--- src/rtl/mdm_stat_unit.sv ---
`timescale 1ns/1ps
module mdm_stat_unit (
  input  logic       clk,
  input  logic       rst_n,
  input  logic       cts_n,
  input  logic       dsr_n,
  input  logic       ri_n,
  input  logic       dcd_n,
  input  logic       loop_en,
  input  logic       ctl_rts,
  input  logic       ctl_dtr,
  input  logic       ctl_aux1,
  input  logic       ctl_aux2,
  input  logic       rd_stb,
  input  logic       irq_en,
  output logic [7:0] stat_q,
  output logic       irq
);

  logic [3:0] meta_q, sync_q, lvl_q, delta_q;
  logic [3:0] lvl, chg, evt;

  always_ff @(posedge clk or negedge rst_n)
    if (!rst_n) begin
      meta_q <= 4'hF;
      sync_q <= 4'hF;
    end else begin
      meta_q <= {dcd_n, ri_n, dsr_n, cts_n};
      sync_q <= meta_q;
    end

  assign lvl = loop_en ? {ctl_aux2, ctl_aux1, ctl_dtr, ctl_rts} : ~sync_q;
  assign chg = lvl ^ lvl_q;
  assign evt = {chg[3], lvl_q[2] & ~lvl[2], chg[1], chg[0]};

  always_ff @(posedge clk or negedge rst_n)
    if (!rst_n) begin
      lvl_q   <= 4'h0;
      delta_q <= 4'h0;
    end else begin
      lvl_q   <= lvl;
      delta_q <= rd_stb ? evt : (delta_q | evt);
    end

  assign stat_q = {lvl, delta_q};
  assign irq    = irq_en & (|delta_q);


  rd_clr_chk: assert property (@(posedge clk) disable iff (!rst_n)
    (rd_stb && chg == 4'h0) |=> stat_q[3:0] == 4'h0);


  rd_keep_chk: assert property (@(posedge clk) disable iff (!rst_n)
    (rd_stb && chg[0]) |=> stat_q[0]);


  sticky_chk: assert property (@(posedge clk) disable iff (!rst_n)
    !rd_stb |=> ((stat_q[3:0] & $past(stat_q[3:0])) == $past(stat_q[3:0])));


  ri_pol_chk: assert property (@(posedge clk) disable iff (!rst_n)
    (!stat_q[2] && !(lvl_q[2] && !lvl[2])) |=> !stat_q[2]);


  irq_src_chk: assert property (@(posedge clk) disable iff (!rst_n)
    irq |-> (stat_q[3:0] != 4'h0));

endmodule

--- config.mk ---
export PLATFORM = sky130hd
export DESIGN_NAME = mdm_stat_unit
export DESIGN_NICKNAME = d
export VERILOG_FILES = /design/src/rtl/mdm_stat_unit.sv
export SDC_FILE = /design/constraint.sdc
export NUM_CORES = 1
export LEC_CHECK = 0
export ABC_AREA = 1
export BUFFER_PORTS_ARGS = -buffer_cell sky130_fd_sc_hd__buf_2
export CAP_MARGIN = 20
export CELL_PAD_IN_SITES_DETAIL_PLACEMENT = 0
export CELL_PAD_IN_SITES_GLOBAL_PLACEMENT = 1
export CORE_MARGIN = 2
export CORE_UTILIZATION = 36
export CTS_CLUSTER_DIAMETER = 150
export CTS_CLUSTER_SIZE = 14
export DETAILED_ROUTE_END_ITERATION = 6
export GPL_ROUTABILITY_DRIVEN = 1
export HOLD_SLACK_MARGIN = 0.08
export PLACE_DENSITY = 0.87
export SYNTH_ARGS = -nofsm -noshare
export SYNTH_HDL_FRONTEND = slang
export SYNTH_SLANG_ARGS = --single-unit
--- constraint.sdc ---
create_clock -name clk -period 2.45 [get_ports clk]
set_input_delay 0.6125 -clock clk [delete_from_list [all_inputs] [get_ports clk]]
set_output_delay 0.6125 -clock clk [all_outputs]
set_load 0.02 [all_outputs]
# After elaboration in Yosys (flattened, before gate mapping)

Cells that the tools add are included.

Bits in registers: 16
Latch bits: 0
Memory bits (writable): 0
ROM bits: 0
Input port bits: 13
Word-level logic and storage cells: 13
Memories: 0

Add/sub/neg operators: 0
Multipliers: 0
Div/mod/pow operators: 0
$lt $le $gt $ge: 0
Equality and inequality tests: 0
Shifts and indexed selects: 0
Multiplexer cells: 2
Bitwise operators: 6
Reductions and logical operators: 1

Operators by type and width:

| kind               | number |
|---|---|
| two-way mux 4 bit  | 2 |
| inverter 4 bit     | 1 |
| OR 4 bit           | 1 |
| OR reduction 4 bit | 1 |
| XOR 4 bit          | 1 |
| bitwise AND 1 bit  | 2 |
| inverter 1 bit     | 1 |

# Logic depth before layout (Yosys ltp)

Word-level depth: 6
Gate-level depth with buffers: 5
Depth with buffers taken out: 4

# Worst setup path before layout

Ideal clock, no wire load.

Kind: input -> output
Start: input loop_en
End: output stat_q[6]
Arrival time: 1.127 ns
Required time: 1.837 ns
Setup slack: 0.711 ns
Cell stages on the path: 3
Cells stage by stage: buf_6 -> or2_1 -> nand2_1

Longest elaborated chain between the ends: 1

Ends and longest elaborated chain:

| what              | RTL line | text |
|---|---|---|
| start, declared   | 9        | `input logic loop_en,` |
| two-way mux 4 bit | 32       | `assign lvl = loop_en ? {ctl_aux2, ctl_aux1, ctl_dtr, ctl_rts} : ~sync_q;` |
| end, declared     | 16       | `output logic [7:0] stat_q,` |

No other way between the ends.

# Worst setup path after layout

Ends and elaborated chain as after synthesis.

==> impl_metrics.yaml <==
run_status:
  outcome: "finished, final reports clean"
cts:
  clock_latency_ns: 0.27
  cts_tree: "built"
  cts_setup_buffers: 0
  clock_sinks: 16
  cts_hold_buffers: 0
  cts_root_buf: "clkbuf_4"
  clkTransAtPathRegs_ns: 0.09
  htree_levels: 1
  cts-resized-gates: 0
  clk_path_buf_depth: 2
  cts_inserted_buffers: 3
critical_path:
  cp_slowest_cell: "or2_1"
  path_cells: "buf_2, or2_1, nand2_1, buf_2"
  path_max_fanout: 9
  cpPeakStageDelay_ns: 0.25
  r2r_setup_slack_ns: 1.60
  worstPathArrival_ns: 1.25
  cp_top_family: "simple AND/OR/NAND/NOR gates"
  startpoint_type: "input pin"
  setup.worst_path.start: "loop_en"
  crit_path_end_kind: "output pin"
  worstSetupEndpoint: "stat_q[6]"
  r2r-end: "delta_q[3]"
  worstPathRequired_ns: 1.84
  worstSetupPathType: "input pin to output pin"
  cp_common_cell: "buf_2"
  r2r_start: "sync_q[3]"
  critPathBufInv: 2
  r2r_cells: 4
  critical_path_depth: 4
finish:
  area_growth_pct: 22.2
  layout_common_cells: "nand2_1 (22), buf_2 (21), dfrtp_1 (8), dfstp_2 (8)"
  final_nets: 99
  design_area_um2: 749
  final_common_cell: "nand2_1"
  layout-drive-gt1-share_pct: 39.3
  diodes: 0
die:
  io_pins: 22
  die_area_um2: 2050
  fp.dieH_um: 45.3
  die_w_um: 45.3
  rows: 14
  core-area_um2: 1560
  start_util_pct: 39.3
synthesis:
  yosys_warnings: 0
  yosys-mux-area-fraction_pct: 0
  synthXorXnorAreaFrac_pct: 0
  synth_top_family_by_area: "simple AND/OR/NAND/NOR gates"
  synth_fa_ha_area_share_pct: 0
  synthesis.instances: 61
  seq_area_frac_synth_pct: 66.9
  postSynthAreaPerCell_um2: 10.1
  synthesis.nets: 74
  synth-compound-area-share_pct: 1.22
  synth_area_um2: 613
  synthSimpleGateAreaFrac_pct: 25.1
  ys_seq_elements: 16
  synth_cell_type_count: 11
detailed_routing:
  vias_per_cell: 4.51
  drt_iter0_markers: 1
  vias: 451
  drc: 0
  firstDrtPassIters: 4
  antenna_left: 0
  wl_mm: 1.01
  wl_per_cell_um: 10.1
sta:
  fin_crit_ns: 1.86
  skew_ns: 0.000303
  period_share_pct: 76.0
  clock.fmax_mhz: 537
  setup_viol: 0
  whs_ns: 0.225
  tightest_slew_ns: 0.340
  rsz0062_at_grt: "no"
  finalSetupTns_ns: 0
  slew-limit-headroom_pct: 77.3
  hold_viol_final: 0
  maxSlewViolCount: 0
job:
  drv_cap: 0
place:
  dpl_cell_area_um2: 727
  place_congestion: 0.664
  dpl.hpwl_um: 795
  port_buffers: 21
grt:
  grt_overflow_total: 0
  antenna_found_initial: 0
  grt_max_degree: 17
  grt_pass1_vias: 391
  grtUsageTotal_pct: 12.3
  grt_pass1_wl_mm: 1.70
pwr:
  leakage_nw: 0.406
  powerDensity_nw_per_um2: 680
  vdd_drop_max_v: 0.000373
min_path:
  min_path_type: "input pin to async pin"
## kinds of logic (layout without fill, tap and decap cells)
logic type	after synthesis	count (layout)
and+or+nand+nor	35	35
buffers and inverters	9	32
DFF	16	16
AOI/OAI and AO/OA	1	1
## through the flow
stage	instances	utilization (%)	worst slack, ns	total power [mW]
after floorplan	61	-	0.711	0.351
after global placement	97	46.6	0.610	0.383
after detailed placement	97	46.6	0.584	0.385
after CTS	100	48.1	0.583	0.519
after global routing	100	48.1	0.531	0.540
final	100	48.1	0.587	0.510
## where the power goes
part           internal, mW  total (mW)  leakage, nW  switching [mW]
sequential            0.289       0.299        0.177         0.00989
clock                0.0569       0.130       0.0138          0.0733
combinational        0.0296      0.0802        0.216          0.0506
## registers in the layout, indices dropped and copies added, names as in the netlist
name	cells
lvl_q	4
delta_q	4
sync_q	4
meta_q	4
## layer usage
layer | track usage [%] | share of wire (%) | vias to the layer above
met5 | 0 | 0 | -
met4 | 10.6 | 0.89 | 0
met3 | 2.40 | 6.4 | 2
met2 | 17.1 | 46 | 17
met1 | 16.2 | 46 | 201
li1 | - | - | 231
## cells in the mapped netlist (all sizes together)
cell	n	share of area, %
nand2	22	13
dfrtp	8	33
dfstp	8	34
inv	8	4.9
nand3	7	5.7
nand3b	3	3.7
nor2	2	1.2
a21boi	1	1.2
buf	1	1.8
or2	1	1.0
## worst min path at each step
stage,startpoint,end,slack [ns]
detailed placement,meta_q[0],sync_q[0],0.35
CTS,rst_n,delta_q[0],0.23
finish,rst_n,lvl_q[2],0.23
global placement,meta_q[2],sync_q[2],0.35
floorplan,rst_n,delta_q[0],0.32
global route,rst_n,delta_q[0],0.24
## layout make-up
cell class,count,area [um2]
clock buffers,3,22.5
well taps,16,20.0
flip-flops and latches,16,410
repair buffers,21,105
multi-input cells,36,161
fillers,152,810
inverters,8,30.0
(Power assumes the default switching activity.)
